<file path="src/rtl/ocmp_pkg.sv">
package ocmp_pkg;

    localparam int MODE_W = 4;

    localparam logic [MODE_W-1:0] MD_TOGGLE = 4'b0010;
    localparam logic [MODE_W-1:0] MD_SET    = 4'b1000;
    localparam logic [MODE_W-1:0] MD_CLR    = 4'b1001;
    localparam logic [MODE_W-1:0] MD_SWINT  = 4'b1010;
    localparam logic [MODE_W-1:0] MD_TRIG   = 4'b1011;

    typedef enum logic [1:0] {
        CS_OFF  = 2'd0,
        CS_WAIT = 2'd1,
        CS_HIT  = 2'd2
    } cmp_state_e;

    typedef enum logic {
        LAT_LO = 1'b0,
        LAT_HI = 1'b1
    } lat_state_e;

    function automatic logic mode_active(input logic [MODE_W-1:0] m);
        return (m == MD_TOGGLE) || (m == MD_SET) || (m == MD_CLR) ||
               (m == MD_SWINT)  || (m == MD_TRIG);
    endfunction

endpackage

</file>
<file path="src/rtl/ocmp_match_fsm.sv">
module ocmp_match_fsm
    import ocmp_pkg::*;
#(
    parameter int CNT_W = 16
) (
    input  logic             clk,
    input  logic             rst_n,
    input  logic             active,
    input  logic [CNT_W-1:0] cnt_sel,
    input  logic [CNT_W-1:0] cmp_val,
    output logic             match
);

    cmp_state_e state_q, state_d;
    logic       equal;

    assign equal = (cnt_sel == cmp_val);

    always_ff @(posedge clk or negedge rst_n) begin
        if (!rst_n) state_q <= CS_OFF;
        else        state_q <= state_d;
    end

    always_comb begin
        state_d = state_q;
        if (!active) begin
            state_d = CS_OFF;
        end else begin
            unique case (state_q)
                CS_OFF:  state_d = equal ? CS_HIT : CS_WAIT;
                CS_WAIT: state_d = equal ? CS_HIT : CS_WAIT;
                CS_HIT:  state_d = equal ? CS_HIT : CS_WAIT;
                default: state_d = CS_OFF;
            endcase
        end
    end

    always_comb begin
        match = active && equal && (state_q == CS_WAIT);
    end

endmodule

</file>
<file path="src/rtl/ocmp_action.sv">
module ocmp_action
    import ocmp_pkg::*;
(
    input  logic              clk,
    input  logic              rst_n,
    input  logic              match,
    input  logic [MODE_W-1:0] mode,
    input  logic              tsel,
    input  logic              force_low,
    input  logic              flag_clr,
    input  logic              adc_gate,
    output logic              latch,
    output logic              flag,
    output logic [1:0]        tmr_clr,
    output logic              adc_start
);

    lat_state_e lat_q, lat_d;
    logic       flag_q, flag_d;
    logic [1:0] clr_q, clr_d;
    logic       adc_q, adc_d;
    logic       trig;

    always_ff @(posedge clk or negedge rst_n) begin
        if (!rst_n) begin
            lat_q  <= LAT_LO;
            flag_q <= 1'b0;
            clr_q  <= '0;
            adc_q  <= 1'b0;
        end else begin
            lat_q  <= lat_d;
            flag_q <= flag_d;
            clr_q  <= clr_d;
            adc_q  <= adc_d;
        end
    end

    always_comb begin
        lat_d = lat_q;
        if (force_low) begin
            lat_d = LAT_LO;
        end else if (match) begin
            unique case (mode)
                MD_SET:    lat_d = LAT_HI;
                MD_CLR:    lat_d = LAT_LO;
                MD_TOGGLE: lat_d = (lat_q == LAT_HI) ? LAT_LO : LAT_HI;
                default:   lat_d = lat_q;
            endcase
        end
    end

    always_comb begin
        trig   = match && (mode == MD_TRIG);
        flag_d = match ? 1'b1 : (flag_clr ? 1'b0 : flag_q);
        clr_d  = trig ? (tsel ? 2'b10 : 2'b01) : 2'b00;
        adc_d  = trig && adc_gate;
    end

    assign latch     = (lat_q == LAT_HI);
    assign flag      = flag_q;
    assign tmr_clr   = clr_q;
    assign adc_start = adc_q;

endmodule

</file>
<file path="src/rtl/ocmp_channel.sv">
module ocmp_channel
    import ocmp_pkg::*;
#(
    parameter int CNT_W         = 16,
    parameter bit HAS_ADC_START = 1'b1
) (
    input  logic             clk,
    input  logic             rst_n,
    input  logic             wr_cmp,
    input  logic [CNT_W-1:0] cmp_wdata,
    input  logic             wr_ctl,
    input  logic [5:0]       ctl_wdata,
    input  logic [CNT_W-1:0] tmr0_cnt,
    input  logic [CNT_W-1:0] tmr1_cnt,
    input  logic             adc_enabled,
    input  logic             flag_clr,
    output logic [1:0]       tmr_clr,
    output logic             adc_start,
    output logic             pin_out,
    output logic             pin_oe,
    output logic             irq_flag
);

    localparam int TSEL_BIT = MODE_W;
    localparam int OE_BIT   = MODE_W + 1;

    logic [CNT_W-1:0]  cmp_q;
    logic [MODE_W-1:0] mode_q;
    logic              tsel_q;
    logic              oe_q;
    logic [CNT_W-1:0]  cnt_sel;
    logic              match;
    logic              force_low;
    logic              adc_gate;
    logic              cmp_latch;

    always_ff @(posedge clk or negedge rst_n) begin
        if (!rst_n) begin
            cmp_q  <= '0;
            mode_q <= '0;
            tsel_q <= 1'b0;
            oe_q   <= 1'b0;
        end else begin
            if (wr_cmp) cmp_q <= cmp_wdata;
            if (wr_ctl) begin
                mode_q <= ctl_wdata[MODE_W-1:0];
                tsel_q <= ctl_wdata[TSEL_BIT];
                oe_q   <= ctl_wdata[OE_BIT];
            end
        end
    end

    assign cnt_sel   = tsel_q ? tmr1_cnt : tmr0_cnt;
    assign force_low = wr_ctl && (ctl_wdata == '0);

    generate
        if (HAS_ADC_START) begin : g_adc
            assign adc_gate = adc_enabled;
        end else begin : g_no_adc
            assign adc_gate = 1'b0 & adc_enabled;
        end
    endgenerate

    ocmp_match_fsm #(.CNT_W(CNT_W)) u_match (
        .clk     (clk),
        .rst_n   (rst_n),
        .active  (mode_active(mode_q)),
        .cnt_sel (cnt_sel),
        .cmp_val (cmp_q),
        .match   (match)
    );

    ocmp_action u_action (
        .clk       (clk),
        .rst_n     (rst_n),
        .match     (match),
        .mode      (mode_q),
        .tsel      (tsel_q),
        .force_low (force_low),
        .flag_clr  (flag_clr),
        .adc_gate  (adc_gate),
        .latch     (cmp_latch),
        .flag      (irq_flag),
        .tmr_clr   (tmr_clr),
        .adc_start (adc_start)
    );

    assign pin_oe  = oe_q;
    assign pin_out = oe_q & cmp_latch;

endmodule

</file>
<file path="config.mk">
export PLATFORM = sky130hd
export DESIGN_NAME = ocmp_channel
export DESIGN_NICKNAME = d
export VERILOG_FILES = /design/src/rtl/ocmp_pkg.sv /design/src/rtl/ocmp_match_fsm.sv /design/src/rtl/ocmp_action.sv /design/src/rtl/ocmp_channel.sv
export SDC_FILE = /design/constraint.sdc
export NUM_CORES = 1
export LEC_CHECK = 0
export BUFFER_PORTS_ARGS = -buffer_cell sky130_fd_sc_hd__buf_2
export CAP_MARGIN = 20
export CORE_MARGIN = 8
export CORE_UTILIZATION = 50
export DETAILED_ROUTE_END_ITERATION = 10
export HOLD_SLACK_MARGIN = 0.15
export PLACE_DENSITY = 0.84
export RECOVER_POWER = 25
export SYNTH_ARGS = -nofsm -noshare
export SYNTH_HDL_FRONTEND = slang
export SYNTH_SLANG_ARGS = --single-unit
export TNS_END_PERCENT = 10
</file>
<file path="constraint.sdc">
create_clock -name clk -period 2.7 [get_ports clk]
set_input_delay 0.27 -clock clk [delete_from_list [all_inputs] [get_ports clk]]
set_output_delay 0.27 -clock clk [all_outputs]
set_load 0.02 [all_outputs]
</file>
==> key figures <==
Status
  – Status: completed

Timing
  – Sum of negative setup slack: 0 ns
  – Final hold violations: 0
  – Hold WS: 0.169 ns
  – Worst-Margin Slew: 0.626 ns
  – RSZ-0062 raised after global routing: false
  – Final worst path period need: 2.10 ns
  – Fin worst setup slack: 0.597 ns
  – Final Skew: 0.00670 ns
  – Max-Slew Margin vs Limit: 0.583
  – Max Clock Freq: 475 MHz
  – Slew Viols, Final: 0
  – Period utilization: 0.779
  – Count of final setup violators: 0

Place
  – Worst slack, placed: 0.608 ns
  – RePlAce Congestion: 0.839
  – IO buf count: 65
  – DP Wirelength: 2850 µm

Pwr
  – Pwr/cell area: 493 mW/mm²
  – VDD IR-drop max: 0.000272 V
  – LEAKAGE: 0.000933 µW

Floorplan
  – Die height: 71.0 µm
  – Die area: 0.00504 mm²
  – Core ar.: 0.00295 mm²
  – Horiz. Die Dim: 71.0 µm
  – # IOs: 66
  – Effective utilization at floorplan: 0.512
  – Row count: 20

Logic synthesis
  – Synth Area in Adders: 0
  – Avg Inst Size Synth: 12.3 µm²
  – Synth cell types: 25
  – Seq/Total Area, Yosys: 0.480
  – Post-synthesis compound-gate area fraction: 0.0281
  – Xor/xnor cell area share of the yosys netlist: 0.0926
  – Seq cells post-synth: 29
  – Post-Syn Area: 0.00151 mm²
  – Largest family of logic cells by synthesized area: multiplexers
  – Top_reg_cell synth: dfrtp_1
  – Net Count, Synth: 183
  – Yosys warning count: 0
  – Dominant cells by area after synthesis: dfrtp_1 48%, mux2_2 16%, mux2i_1 11%
  – Asr flop ratio synth: 1.00
  – EDFF count, synth: 0
  – Mux cell area share after synthesis: 0.262
  – Largest area contributor in the netlist: dfrtp_1
  – Synth Area in Simple Gates: 0.104
  – Cells after Synth: 123
  – Share of the synthesized area in the top cell type: 0.480

Clock network
  – Clk slew on worst S/H paths: 0.08 ns
  – Clock root cell: clkbuf_4
  – # Post-CTS Setup Buffers: 0
  – H-tree depth: 2
  – CTS Buf Count: 5
  – CTS tree: done
  – Resized cells post-CTS: 0
  – Clock sink count: 29
  – Worst-Skew Late Latency: 0.31 ns
  – Clk buf depth: 2

Global routing
  – Overflow after GRT: 0
  – GRT Total Usage: 0.141
  – Largest net degree at the start of global routing: 30
  – First-pass GRT wire length: 5660 µm
  – Vias in the first global route: 1326
  – Antenna violations before repair: 0

Routing
  – WL per Instance: 15.0 µm
  – DRC: 0
  – Final ANT Viol Nets: 0
  – Initial DRC Count: 21
  – First-pass DRT Iterations: 4
  – DR vias/cell: 5.24
  – Via count: 1189
  – Detailed Route WL: 3410 µm

Final layout
  – Final-layout fill cell count: 265
  – Share of layout cells above drive strength 1: 0.495
  – Layout area overhead: 27.4%
  – Nets: 254
  – Most frequent cells in the layout: 65 x buf_2, 29 x dfrtp_1, 21 x mux2_2
  – Antenna cell count: 0
  – Commonest non-fill, non-tap cell in the layout: buf_2
  – Register Area: 726 µm²
  – Multi-input gate area: 737 µm²

Critical path
  – Slowest cell on the critical path: dfrtp_1
  – CP Data Required Time: 2.90 ns
  – Top cell family by delay on the critical path: simple AND/OR/NAND/NOR gates
  – CP endpoint kind: flop
  – Crit Path Max Fanout: 12
  – R2R setup slack: 0.60 ns
  – Origin of the critical flop-to-flop path: tsel_q
  – Startpoint Class: flop
  – Arrival @ worst endpoint: 2.31 ns
  – Crit Path Class: reg2reg
  – Reg2reg path depth: 7
  – Cells along the critical path: buf_4 > mux2i_1 > xnor2_1 > nor4_1 > nand3_1 > or2_0 > o221a_1
  – CP Buf/Inv Count: 1
  – FF-to-FF End: u_action.latch
  – Slowest Stage Delay on Critical Path: 0.35 ns

Worst hold path
  – Worst Hold End: u_action.adc_start
  – Hold depth: 2
  – Min-delay worst type: in2reg
  – Hold path start: adc_enabled

Run
  – Max_cap viols: 0
[where the power goes]
part / leakage [µW] / internal, µW / total (µW) / switching, µW
registers: 0.000354 / 469 / 496 / 27.5
logic: 0.000548 / 119 / 202 / 82.6
clock network: 0.0000314 / 123 / 252 / 130
[synth_stat cells (2+ instances only)]
| cell type | number |
|---|---|
| mux2_2 | 21 |
| o21ai_0 | 2 |
| nand4b_1 | 2 |
| dfrtp_1 | 29 |
| inv_1 | 2 |
| nor3_1 | 4 |
| mux2i_1 | 16 |
| nor4_1 | 5 |
| xnor2_1 | 16 |
| nor2_1 | 3 |
| and2_1 | 2 |
| clkbuf_1 | 3 |
| nand2_1 | 6 |
[sequential cells by signal (all words and copies together), names as in the netlist]
register and count:
u_action.flag 1, mode_q 4, u_action.adc_start 1, u_match.state_q 2, u_action.tmr_clr 2, pin_oe 1
u_action.latch 1, tsel_q 1, cmp_q 16
[final cells by class]
type,count,share of cell area
sequential,29,0.377
inverter,2,0.00390
timing repair buffer,69,0.187
clock buffer,7,0.0286
tap,33,0.0214
multi-input combinational,87,0.382
[cells by family (layout without fill, tap and decap cells)]
| family | count (synthesis) | count (layout) |
|---|---|---|
| flip-flops | 29 | 29 |
| buffers and inverters | 7 | 78 |
| AO/OA/AOI/OAI | 6 | 6 |
| multiplexers | 37 | 37 |
| XOR/XNOR | 16 | 16 |
| AND/OR/NAND/NOR | 28 | 28 |
[metrics by stage]
step	util	power [µW]	instances	cell area, µm²
after floorplan	-	638	123	1510
final	0.653	951	227	1930
after CTS	0.653	969	227	1930
after global placement	0.627	699	218	1850
after global routing	0.653	1010	227	1930
after detailed placement	0.627	709	218	1850
[what timing repair did]
action                                 in CTS  in global routing
endpoints found under the hold margin      30                  0
hold buffers                                2                  0
setup endpoints to repair                   0                  0
[worst max path at each step]
stage                start              to  slack (ns)  depth (start not counted)
floorplan           tsel_q  u_action.latch        0.87                          8
global placement    tsel_q  u_action.latch        0.71                          7
detailed placement  tsel_q  u_action.latch        0.61                          7
CTS                 tsel_q  u_action.latch        0.59                          7
global route        tsel_q  u_action.latch        0.40                          7
finish              tsel_q  u_action.latch        0.60                          7
[routing by layer]
| layer | track usage | vias up | wire length (µm) |
|---|---|---|---|
| met1 | 0.136 | 572 | 1280 |
| met4 | 0.0762 | 0 | 76 |
| met3 | 0.0523 | 8 | 196 |
| met5 | 0 | - | 0 |
| li1 | - | 575 | - |
| met2 | 0.253 | 34 | 1860 |
Power figures use the tool's default switching activity.
